[src/rtl/addr_latch_pkg.sv]
package addr_latch_pkg;

  typedef enum logic [1:0] {
    MODE_WRITE  = 2'd0,
    MODE_HOLD   = 2'd1,
    MODE_CLEAR  = 2'd2,
    MODE_DECODE = 2'd3
  } latch_mode_e;

  typedef struct packed {
    logic loadSel;     // selected bit takes dataBit
    logic zeroOthers;  // unselected bits forced low
    logic zeroAll;     // every bit forced low
    logic dataBit;
  } latch_strobe_t;

endpackage

[src/rtl/addr_latch_ctrl.sv]
module addr_latch_ctrl
  import addr_latch_pkg::*;
#(
  parameter int ADDR_W = 3,
  localparam int NUM_LATCH = 1 << ADDR_W
) (
  input  logic              clk,
  input  logic              rst,
  input  logic              dIn,
  input  logic [ADDR_W-1:0] addr,
  input  logic              enN,
  input  logic              clrN,
  output latch_strobe_t     strobe,
  output logic [NUM_LATCH-1:0] selOneHot
);

  latch_mode_e mode;

  always_comb begin
    unique case ({enN, clrN})
      2'b01:   mode = MODE_WRITE;
      2'b11:   mode = MODE_HOLD;
      2'b10:   mode = MODE_CLEAR;
      default: mode = MODE_DECODE;
    endcase
  end

  always_comb begin
    strobe            = '0;
    strobe.dataBit    = dIn;
    strobe.loadSel    = (mode == MODE_WRITE) || (mode == MODE_DECODE);
    strobe.zeroOthers = (mode == MODE_DECODE);
    strobe.zeroAll    = (mode == MODE_CLEAR);
  end

  for (genvar i = 0; i < NUM_LATCH; i++) begin : g_sel
    assign selOneHot[i] = (addr == ADDR_W'(i));
  end

  // exactly one latch selected at any time
  a_r2_one_select: assert property (@(posedge clk) disable iff (rst)
    $countones(selOneHot) == 1);

  // a clear strobe never coexists with loading
  a_r5_clear_excl: assert property (@(posedge clk) disable iff (rst)
    strobe.zeroAll |-> !strobe.loadSel && !strobe.zeroOthers);

endmodule

[src/rtl/addr_latch_store.sv]
module addr_latch_store
  import addr_latch_pkg::*;
#(
  parameter int NUM_LATCH = 8
) (
  input  logic                 clk,
  input  logic                 rst,
  input  latch_strobe_t        strobe,
  input  logic [NUM_LATCH-1:0] selOneHot,
  output logic [NUM_LATCH-1:0] bits
);

  for (genvar i = 0; i < NUM_LATCH; i++) begin : g_bit
    always_ff @(posedge clk) begin
      if (rst)                                bits[i] <= 1'b0;
      else if (strobe.zeroAll)                bits[i] <= 1'b0;
      else if (strobe.loadSel && selOneHot[i]) bits[i] <= strobe.dataBit;
      else if (strobe.zeroOthers)             bits[i] <= 1'b0;
    end
  end

  // reset empties storage
  a_r1_reset_clears: assert property (@(posedge clk)
    rst |=> bits == '0);

  // bits not selected by a plain write keep their value
  a_r3_others_kept: assert property (@(posedge clk) disable iff (rst)
    (strobe.loadSel && !strobe.zeroOthers) |=>
      ((bits & ~$past(selOneHot)) == ($past(bits) & ~$past(selOneHot))));

endmodule

[src/rtl/addr_latch_decoder.sv]
module addr_latch_decoder
  import addr_latch_pkg::*;
#(
  parameter int ADDR_W = 3,
  localparam int NUM_LATCH = 1 << ADDR_W
) (
  input  logic                 clk,
  input  logic                 rst,
  input  logic                 dIn,
  input  logic [ADDR_W-1:0]    addr,
  input  logic                 enN,
  input  logic                 clrN,
  output logic [NUM_LATCH-1:0] latchQ
);

  latch_strobe_t        strobe;
  logic [NUM_LATCH-1:0] selOneHot;

  addr_latch_ctrl #(.ADDR_W(ADDR_W)) u_ctrl (
    .clk(clk), .rst(rst), .dIn(dIn), .addr(addr), .enN(enN), .clrN(clrN),
    .strobe(strobe), .selOneHot(selOneHot)
  );

  addr_latch_store #(.NUM_LATCH(NUM_LATCH)) u_store (
    .clk(clk), .rst(rst), .strobe(strobe), .selOneHot(selOneHot),
    .bits(latchQ)
  );

  // addressed bit takes the data in write mode
  a_r2_write_bit: assert property (@(posedge clk) disable iff (rst)
    (!enN && clrN) |=> latchQ[$past(addr)] == $past(dIn));

  // hold mode freezes everything
  a_r4_hold: assert property (@(posedge clk) disable iff (rst)
    (enN && clrN) |=> $stable(latchQ));

  // clear mode empties all bits
  a_r5_clear_all: assert property (@(posedge clk) disable iff (rst)
    (enN && !clrN) |=> latchQ == '0);

  // decode mode gives data-gated one-hot
  a_r6_decode: assert property (@(posedge clk) disable iff (rst)
    (!enN && !clrN) |=>
      latchQ == ({{(NUM_LATCH-1){1'b0}}, $past(dIn)} << $past(addr)));

endmodule

[config.mk]
export PLATFORM = sky130hd
export DESIGN_NAME = addr_latch_decoder
export DESIGN_NICKNAME = d
export VERILOG_FILES = /design/src/rtl/addr_latch_pkg.sv /design/src/rtl/addr_latch_ctrl.sv /design/src/rtl/addr_latch_store.sv /design/src/rtl/addr_latch_decoder.sv
export SDC_FILE = /design/constraint.sdc
export NUM_CORES = 1
export LEC_CHECK = 0
export ABC_AREA = 1
export BUFFER_PORTS_ARGS = -buffer_cell sky130_fd_sc_hd__buf_2
export CORE_AREA = 2 2 39 41
export DETAILED_ROUTE_END_ITERATION = 8
export DIE_AREA = 0 0 41 43
export GPL_ROUTABILITY_DRIVEN = 1
export GPL_TIMING_DRIVEN = 0
export PLACE_DENSITY = 0.71
export SYNTH_ARGS = -nofsm -noshare
export SYNTH_HDL_FRONTEND = slang
export SYNTH_SLANG_ARGS = --single-unit
[constraint.sdc]
create_clock -name clk -period 0.9 [get_ports clk]
set_input_delay 0 -clock clk [delete_from_list [all_inputs] [get_ports clk]]
set_output_delay 0 -clock clk [all_outputs]
set_load 0.02 [all_outputs]
==> run summary, run 1 <==
status: finished clean
critical path arrival: 0.96 ns
GRT Total Usage: 13.14%
core region area: 0.001384 mm2
Worst-Skew Late Latency: 0.26 ns
CP delay by family, top: buffers and inverters
Seq/Total Area, Yosys: 32.82%
synthesized area: 488.0 um2
Reg2Reg Setup Slack: 0.25 ns
max FFs per register: 8
Worst path slowest cell: dlygate4sd3_1
chip width: 41 um
Post-synth top flop: dfxtp_1
PD cells: 1292 mW/mm2
fin crit share: 89.93%
CP endpoint kind: flop
DRT iter0 DRCs: 11
slew margin rel.: 79.31%
Vias: 511
initial antenna violation count: 0
Final Setup Violations: 0
antenna fix cells: 0
Final Instance Area: 615.6 um2
final max-slew violation count: 0
routability cong.: 0.8285
vias in the first global route: 372
CP Data Required Time: 1.05 ns
post-layout min period: 0.8094 ns
CP peak stage delay: 0.53 ns
Yosys warnings: 0
Root Driver: clkbuf_4
number of setup buffers added after CTS: 0
Commonest cells post-synth: nor2_1 (33), nand2_1 (14), inv_1 (11), dfxtp_1 (8), nand3_1 (7)
Top Ports: 16
TritonCTS clock tree: done
Worst IR Drop VDD: 780.0 uV
Final Hold Fails: 0
Detail Placement HPWL: 702.7 um
first-pass GRT wire length: 1524 um
clk slew on worst S/H paths: 0.06 ns
Post-Route WL: 960 um
crit path launch type: input port
Area growth, synth to finish: 26.15%
Hold Worst Slack: 0.06326 ns
count leader, synth: nor2_1
synthesized area per cell: 5.879 um2
synth top area cells: dfxtp_1 (33%), nor2_1 (25%), nand2_1 (11%), inv_1 (8.5%), nand3_1 (7.2%)
number of flops mapped to enable cells by yosys: 0
maxcap violations: 0
Final ANT Viol Nets: 0
nets@finish: 112
biggest regs: u_store.bits: 8 flops
DRC Markers: 0
ys async rst share: 0%
port buffer count: 15
Largest Register: u_store.bits
post-synth top area cell: dfxtp_1
First-pass DRT Iterations: 4
TritonCTS Buffers: 3
synth unique cells: 11
Buf/Inv on CP: 3
largest net degree at the start of global routing: 9
P_leak: 0.0003049 uW
fmax: 1.236 GHz
crit-path cells: dlygate4sd3_1 > buf_2 > inv_2 > nand3_1 > nand2_1 > nor2_1
Synth Register Bits: 8
RSZ-0062 raised after global routing: false
share of the synthesized area in the top cell type: 32.82%
pre-CTS setup slack: 0.1281 ns
Hold WC Path Type: input port to flop
die area: 0.001763 mm2
Cells after Synth: 83
vias per inst: 4.331
wire per inst: 8.136 um
Crit Path Class: input port to flop
Final Worst Setup Slack: 0.09064 ns
Max FO, Critical Path: 7
Die Ht: 43 um
FP Rows: 14
share of cells above drive strength 1: 27.45%
syn_nets: 91
Worst Clk Skew: 0 ns
CTS sink count: 8
Max clock buf depth: 2
gr ovfl total: 0
measured slew at the worst slew-check pin: 0.3100 ns
Setup TNS Final: 0 ns
placed cell areas: 583.1 um2
Initial Util: 35.26%
H-tree levels: 1
==> metrics by stage <==
step           power (uW)  instances  util (%)
5_1_grt             837.7        118     44.48
3_5_place_dp        516.8        114     42.13
2_1_floorplan       465.8         83         -
3_3_place_gp        516.1        114     42.13
4_1_cts             805.5        118     44.48
6_report            795.2        118     44.48
==> repair_timing <==
action / 4_1_cts / 5_1_grt
hold buffers: 1 / 0
gates resized for setup: 0 / 1
hold endpoints to repair: 1 / 0
endpoints found under the setup margin: 0 / 7
==> cell families (layout without fill, tap and decap cells) <==
logic type	count (synthesis)	in the layout	share of synthesized area, %
compound gates	1	1	1.025
flops	8	8	32.82
buf+inv	13	32	10.00
simple gates	61	61	56.15
==> cell type report <==
type                    instances  area [um2]
clock buffers                   3       22.52
inverters                      13       48.80
repair buffers                 16       85.08
multi-input cells              62       279.0
flip-flops and latches          8       160.2
fillers                       150       768.2
well taps                      16       20.02
==> layer usage <==
metal / track usage (%) / share of wire (%) / up-vias
li1: - / - / 286
met1: 18.59 / 48 / 201
met2: 15.31 / 43 / 19
met3: 4.712 / 5.6 / 5
met4: 10.00 / 3.3 / 0
met5: 0 / 0 / -
==> worst paths after layout <==
check,startpoint,endpoint,cells after the start
max,dIn,u_store.bits[7],6
min,rst,u_store.bits[0],4
max reg2reg,u_store.bits[0],u_store.bits[0],4
min reg2reg,u_store.bits[5],u_store.bits[5],4
==> worst register-to-register path: cells and delay by family (launching register included) <==
kind,cells,cell delay (ns)
AOI/OAI and AO/OA,1,0.08
DFF,1,0.34
and+or+nand+nor,3,0.18
==> placed cells by master (no fill, tap or decap) <==
cell           instances
nor2_1                33
nor2_4                 1
o21ai_0                1
clkbuf_4               3
buf_2                 15
dfxtp_1                8
inv_1                 10
nor2_2                 3
dlygate4sd3_1          1
nand2_1               14
nand3_1                7
nor2_8                 1
inv_2                  3
nand2_2                2
==> power breakdown <==
part           total, uW  internal (uW)  switching [uW]
registers            365            362            3.06
clock network        282            153             129
logic                148           52.0            96.1
total                795            567             228
Power figures use the tool's default switching activity.
==> run 2: changes to the inputs <==
==> constraint.sdc (replaced) <==
create_clock -name clk -period 0.9 [get_ports clk]
set_input_delay 0.09 -clock clk [delete_from_list [all_inputs] [get_ports clk]]
set_output_delay 0.09 -clock clk [all_outputs]
set_load 0.02 [all_outputs]
==> run 2 against run 1 <==
Compared with the run above: highest routed layer unchanged; core utilization fell by 0.72 points; critical endpoint is now latchQ[0]; clock skew did not move; non-clock buffer count fell by 1; worst setup slack got worse by 0.035 ns; largest power group unchanged; cell area fell by 1.6%; fmax fell by 4.1%; sequential share of layout area rose by 0.43 points; critical path depth fell by 5.
==> run summary, run 2 (synthesis results as in run 1) <==
FP Rows: 14 (unchanged)
measured slew at the worst slew-check pin: 0.3099 ns (-0.00006187 ns)
chip width: 41 um (unchanged)
number of hold buffers added after cts: 0 (-1)
gr ovfl total: 0 (unchanged)
CP peak stage delay: 0.33 ns (-0.20 ns)
core region area: 0.001384 mm2 (unchanged)
Buf/Inv on CP: 1 (-2)
first-pass GRT wire length: 1524 um (unchanged)
WHS Path Cells: 3 (-1)
Post-Route WL: 952 um (-0.83%)
First-pass DRT Iterations: 4 (unchanged)
biggest regs: u_store.bits: 8 flops
fmax: 1.184 GHz (-4.1%)
Worst IR Drop VDD: 780.0 uV (about the same)
post-layout min period: 0.8444 ns (+0.03504 ns)
clk slew on worst S/H paths: 0.06 ns (about the same)
worst r2r src: u_store.bits[3]
pre-CTS setup slack: 0.03805 ns (-0.09000 ns)
Resize count post-CTS: 0 (unchanged)
antenna fix cells: 0 (unchanged)
Fillers: 152 (+1.3%)
fin crit share: 93.82% (+3.9 points)
die area: 0.001763 mm2 (unchanged)
PD cells: 1307 mW/mm2 (+1.2%)
slew margin rel.: 79.31% (about the same)
Detail Placement HPWL: 702.7 um (unchanged)
Crit Path Class: flop to output port
uppermost routed layer: met4
Worst path slowest cell: dfxtp_1
Initial Util: 35.26% (unchanged)
Area growth, synth to finish: 24.10%
Final Worst Setup Slack: 0.05561 ns (-0.03504 ns)
vias in the first global route: 372 (unchanged)
initial antenna violation count: 0 (unchanged)
RSZ-0062 raised after global routing: false
nets@finish: 111 (-0.89%)
most frequent cells in the layout: nor2_1 (33), buf_2 (15), nand2_1 (14)
Top Ports: 16 (unchanged)
Hold WC Path Type: input port to flop
met3 routed WL: 55 um (+1.9%)
largest net degree at the start of global routing: 9 (unchanged)
CP Data Required Time: 0.81 ns (-0.24 ns)
vias per inst: 4.350 (+0.46%)
CP endpoint kind: output port
wire per inst: 8.137 um (about the same)
number of setup buffers added after CTS: 0 (unchanged)
Max FO, Critical Path: 2 (-5)
critical path arrival: 0.75 ns (-0.21 ns)
final max-slew violation count: 0 (unchanged)
Final Hold Fails: 0 (unchanged)
P_leak: 0.0003018 uW (-1.0%)
status: finished clean
Largest Register: u_store.bits
multi-input logic area: 279.0 um2 (unchanged)
FF+latch area: 160.2 um2 (unchanged)
CP delay by family, top: flip-flops
crit path launch type: flop
Hold Startpoint: dIn
Final ANT Viol Nets: 0 (unchanged)
reg2reg path depth: 4 (unchanged)
port buffer count: 15 (unchanged)
Metal-1 WL: 455 um (-1.9%)
crit-path cells: buf_2
max FFs per register: 8 (unchanged)
Max clock buf depth: 2 (unchanged)
H-tree levels: 1 (unchanged)
Die Ht: 43 um (unchanged)
Met2 Routed Length: 408 um (unchanged)
Reg2Reg Setup Slack: 0.25 ns (about the same)
TritonCTS clock tree: done
routability cong.: 0.8285 (unchanged)
Final Setup Violations: 0 (unchanged)
DRC Markers: 0 (unchanged)
Setup TNS Final: 0 ns (unchanged)
Root Driver: clkbuf_4
DRT iter0 DRCs: 11 (unchanged)
Worst Clk Skew: 0 ns (unchanged)
Hold Worst Slack: 0.07855 ns (+0.01529 ns)
commonest non-fill, non-tap cell in the layout: nor2_1
TritonCTS Buffers: 3 (unchanged)
Vias: 509 (-0.39%)
CTS sink count: 8 (unchanged)
maxcap violations: 0 (unchanged)
GRT Total Usage: 13.14% (unchanged)
final core utilization: 43.76% (-0.72 points)
Worst R2R End: u_store.bits[3]
Worst-Skew Late Latency: 0.26 ns (about the same)
share of cells above drive strength 1: 26.73% (-0.72 points)
Hold EP: u_store.bits[0]
==> run 2: cell count changes in the layout (fill, tap and decap cells not counted), sizes merged <==
cell	change
dlygate4sd3	-1
==> run 2: how the worst max path moves through the flow <==
| stage | start | to | slack (ns) | depth (start not counted) |
|---|---|---|---|---|
| floorplan | u_store.bits[0] | u_store.bits[0] | 0.14 | 4 |
| detailed placement | enN | u_store.bits[2] | 0.04 | 5 |
| finish | u_store.bits[0] | latchQ[0] | 0.06 | 1 |
| global route | u_store.bits[6] | latchQ[6] | 0.02 | 1 |
| CTS | u_store.bits[0] | latchQ[0] | 0.05 | 1 |
| global placement | enN | u_store.bits[6] | 0.04 | 5 |
==> run 2: final cells by class <==
| type | count | share of cell area (%) |
|---|---|---|
| Inverter | 13 | 8.058 |
| Multi-Input combinational cell | 62 | 46.07 |
| Timing Repair Buffer | 15 | 12.40 |
| Clock buffer | 3 | 3.719 |
| Tap cell | 16 | 3.306 |
| Sequential cell | 8 | 26.45 |
==> run 2: stage by stage <==
step | instances | total power [uW] | instance area (um2)
2_1_floorplan | 83 | 465.8 | 488.0
3_3_place_gp | 114 | 516.1 | 583.1
3_5_place_dp | 114 | 516.8 | 583.1
4_1_cts | 117 | 802.2 | 605.6
5_1_grt | 117 | 833.8 | 605.6
6_report | 117 | 791.3 | 605.6
==> run 2: report_power, final <==
part / switching (uW) / internal [uW] / total (uW)
logic: 95.2 / 49.0 / 144
clock network: 129 / 153 / 282
registers: 3.04 / 362 / 365
==> run 2: layer usage <==
layer  vias to the layer above  track usage (%)
li1                        284                -
met1                       201            18.59
met2                        19            15.31
met3                         5            4.712
met4                         0            10.00
met5                         -                0
==> run 3: changes to the inputs <==
- PLACE_DENSITY: 0.71 -> 0.73
- SYNTH_HIERARCHICAL: not set -> 1
==> run 3 against run 2 <==
Compared with the run above: clock skew stayed put; via count is 9.0% higher; fmax is 2.3% higher; worst setup slack better by 0.019 ns; highest routed layer is now met3; sequential power hardly changed; first-iteration DRC count is 27% higher; synthesized cell count is 16% higher; die area stayed put; core utilization is 3.7 points higher; critical path type unchanged; clock power is 3% lower.
==> run summary, run 3 <==
DRC Markers: 0 (unchanged)
largest net degree at the start of global routing: 11 (+2)
synthesized area: 544.3 um2 (+12%)
clock share of power: 34.5% (-1.1 points)
CP peak stage delay: 0.32 ns (about the same)
Max FO, Critical Path: 2 (unchanged)
share of the synthesized area in the top cell type: 29.43% (-3.4 points)
fmax: 1.211 GHz (+2.3%)
CTS sink count: 8 (unchanged)
Final Hold Fails: 0 (unchanged)
Worst Clk Skew: 0 ns (unchanged)
Reg power frac: 45.9% (-0.2 points)
nets@finish: 123 (+11%)
Area growth, synth to finish: 20.69%
Hold WC Path Type: input port to flop
switch share: 27.47% (-1.2 points)
Initial Util: 39.33% (+4.1 points)
status: finished clean
biggest regs: u_store/bits: 8 flops
final max-slew violation count: 0 (unchanged)
TritonCTS Buffers: 3 (unchanged)
count leader, synth: nor2_1
Power Internal: 576.7 uW (+2.2%)
Resize count post-CTS: 0 (unchanged)
Post-synth top flop: dfxtp_1
Seq/Total Area, Yosys: 29.43% (-3.4 points)
CP Data Required Time: 0.81 ns (about the same)
slew margin rel.: 85.00% (+5.7 points)
wire per inst: 7.713 um (-5.2%)
Hold Worst Slack: 0.1258 ns (+0.04726 ns)
port buffer count: 14 (-1)
CP delay by family, top: flip-flops
chip width: 41 um (unchanged)
Final Worst Setup Slack: 0.07451 ns (+0.01890 ns)
Max clock buf depth: 2 (unchanged)
Worst-Skew Late Latency: 0.25 ns (about the same)
gr ovfl total: 0 (unchanged)
Yosys warnings: 6 (+6)
vias in the first global route: 429 (+15%)
Cells after Synth: 96 (+16%)
fin crit share: 91.72% (-2.1 points)
number of flops mapped to enable cells by yosys: 0 (unchanged)
number of setup buffers added after CTS: 0 (unchanged)
Final ANT Viol Nets: 0 (unchanged)
Commonest cells post-synth: nor2_1 (34), inv_1 (18), nand2_1 (18), dfxtp_1 (8), nand3_1 (8)
ys async rst share: 0% (unchanged)
First-pass DRT Iterations: 4 (unchanged)
maxcap violations: 0 (unchanged)
Finished Layout Cells: 129 (+10%)
Vias: 555 (+9.0%)
number of hold buffers added after cts: 0 (unchanged)
P_leak: 0.0003832 uW (+27%)
Post-Route WL: 995 um (+4.5%)
post-layout min period: 0.8255 ns (-0.01890 ns)
Fillers: 150 (-1.3%)
crit-path cells: buf_2
post-synth top area cell: dfxtp_1
H-tree levels: 1 (unchanged)
initial antenna violation count: 0 (unchanged)
core region area: 0.001384 mm2 (unchanged)
commonest non-fill, non-tap cell in the layout: nor2_1
antenna fix cells: 0 (unchanged)
Placed Instances: 126 (+11%)
synth top area cells: dfxtp_1 (29%), nor2_1 (23%), inv_1 (12%), nand2_1 (12%), nand3_1 (7.4%)
Final Setup Violations: 0 (unchanged)
synthesized area per cell: 5.670 um2 (-3.6%)
critical path arrival: 0.74 ns (about the same)
DRT iter0 DRCs: 14 (+3)
Crit Path Class: flop to output port
measured slew at the worst slew-check pin: 0.2248 ns (-0.08513 ns)
Synth Register Bits: 8 (unchanged)
die area: 0.001763 mm2 (unchanged)
Root Driver: clkbuf_4
share of cells above drive strength 1: 23.89% (-2.8 points)
crit path launch type: flop
Buf/Inv on CP: 1 (unchanged)
Die Ht: 43 um (unchanged)
clk slew on worst S/H paths: 0.05 ns (about the same)
TritonCTS clock tree: done
Detail Placement HPWL: 740.9 um (+5.4%)
pre-CTS setup slack: 0.08249 ns (+0.04444 ns)
Setup TNS Final: 0 ns (unchanged)
Top Ports: 16 (unchanged)
Worst path slowest cell: dfxtp_1
CP endpoint kind: output port
synth unique cells: 11 (unchanged)
final core utilization: 47.47% (+3.7 points)
PD cells: 1211 mW/mm2 (-7.4%)
GRT Total Usage: 15.01% (+1.9 points)
routability cong.: 0.8906 (+7.5%)
max FFs per register: 8 (unchanged)
Worst IR Drop VDD: 709.2 uV (-9.1%)
first-pass GRT wire length: 1766 um (+16%)
FP Rows: 14 (unchanged)
Comb pwr share: 19.6% (+1.4 points)
Sw Pwr: 218.4 uW (-3.8%)
syn_nets: 104 (+14%)
most frequent cells in the layout: nor2_1 (34), inv_1 (18), nand2_1 (18)
RSZ-0062 raised after global routing: false
Largest Register: u_store/bits
vias per inst: 4.302 (-1.1%)
[run 3: changes by cell type after synthesis]
cell	delta
o21ai_0	-1
inv_2	+1
nor2_2	-3
nand2_1	+4
buf_12	+1
nor2_8	-1
nand3_1	+1
nor2_1	+1
inv_1	+7
buf_4	+2
buf_6	+1
[run 3: final timing paths]
path,cells after the start,start,end,slack (ns)
worst min register to register,4,u_store/bits[3],u_store/bits[3],0.54
worst min-delay path,4,rst,u_store/bits[4],0.13
worst max-delay path,1,u_store/bits[5],latchQ[5],0.07
worst max register to register,4,u_store/bits[1],u_store/bits[1],0.27
[run 3: metal layers]
metal / up-vias / part of all wire, % / track usage [%] / wire length, um
li1: 309 / - / - / -
met2: 16 / 44 / 20.63 / 436
met5: - / 0 / 0 / 0
met3: 0 / 6.7 / 7.853 / 67
met1: 230 / 49 / 20.13 / 491
met4: 0 / 0 / 4.000 / 0
[run 3: worst min-delay path, cell delays in order]
cell     delay, ns
buf_2         0.10
nor2_4        0.05
nand2_1       0.06
nor2_1        0.03
[run 3: area by class of cell]
cell class	count	area [um2]	share of cell area [%]
sequential	8	160.2	24.38
clock buffer	3	22.52	3.429
multi-input combinational	63	259.0	39.43
buffer	4	46.29	7.048
tap	16	20.02	3.048
timing repair buffer	14	70.07	10.67
inverter	21	78.83	12.00
[run 3: through the flow]
stage / total power (uW) / area, um2
after global routing: 854.5 / 656.9
after CTS: 809.6 / 656.9
after floorplan: 484.8 / 544.3
final: 795.2 / 656.9
after detailed placement: 527.9 / 634.4
after global placement: 525.4 / 634.4
[run 3: cell families after synthesis]
kind of cell	synth area share, %
DFF	29.42
and+or+nand+nor	47.58
buffers and inverters	22.99
[run 3: power groups by stage]
stage               logic (uW)  registers, uW  clock network (uW)
finish                     156            365                 274
global route               177            366                 311
CTS                        156            365                 288
detailed placement         155            373                   0
global placement           153            373                   0
floorplan                  102            383                   0
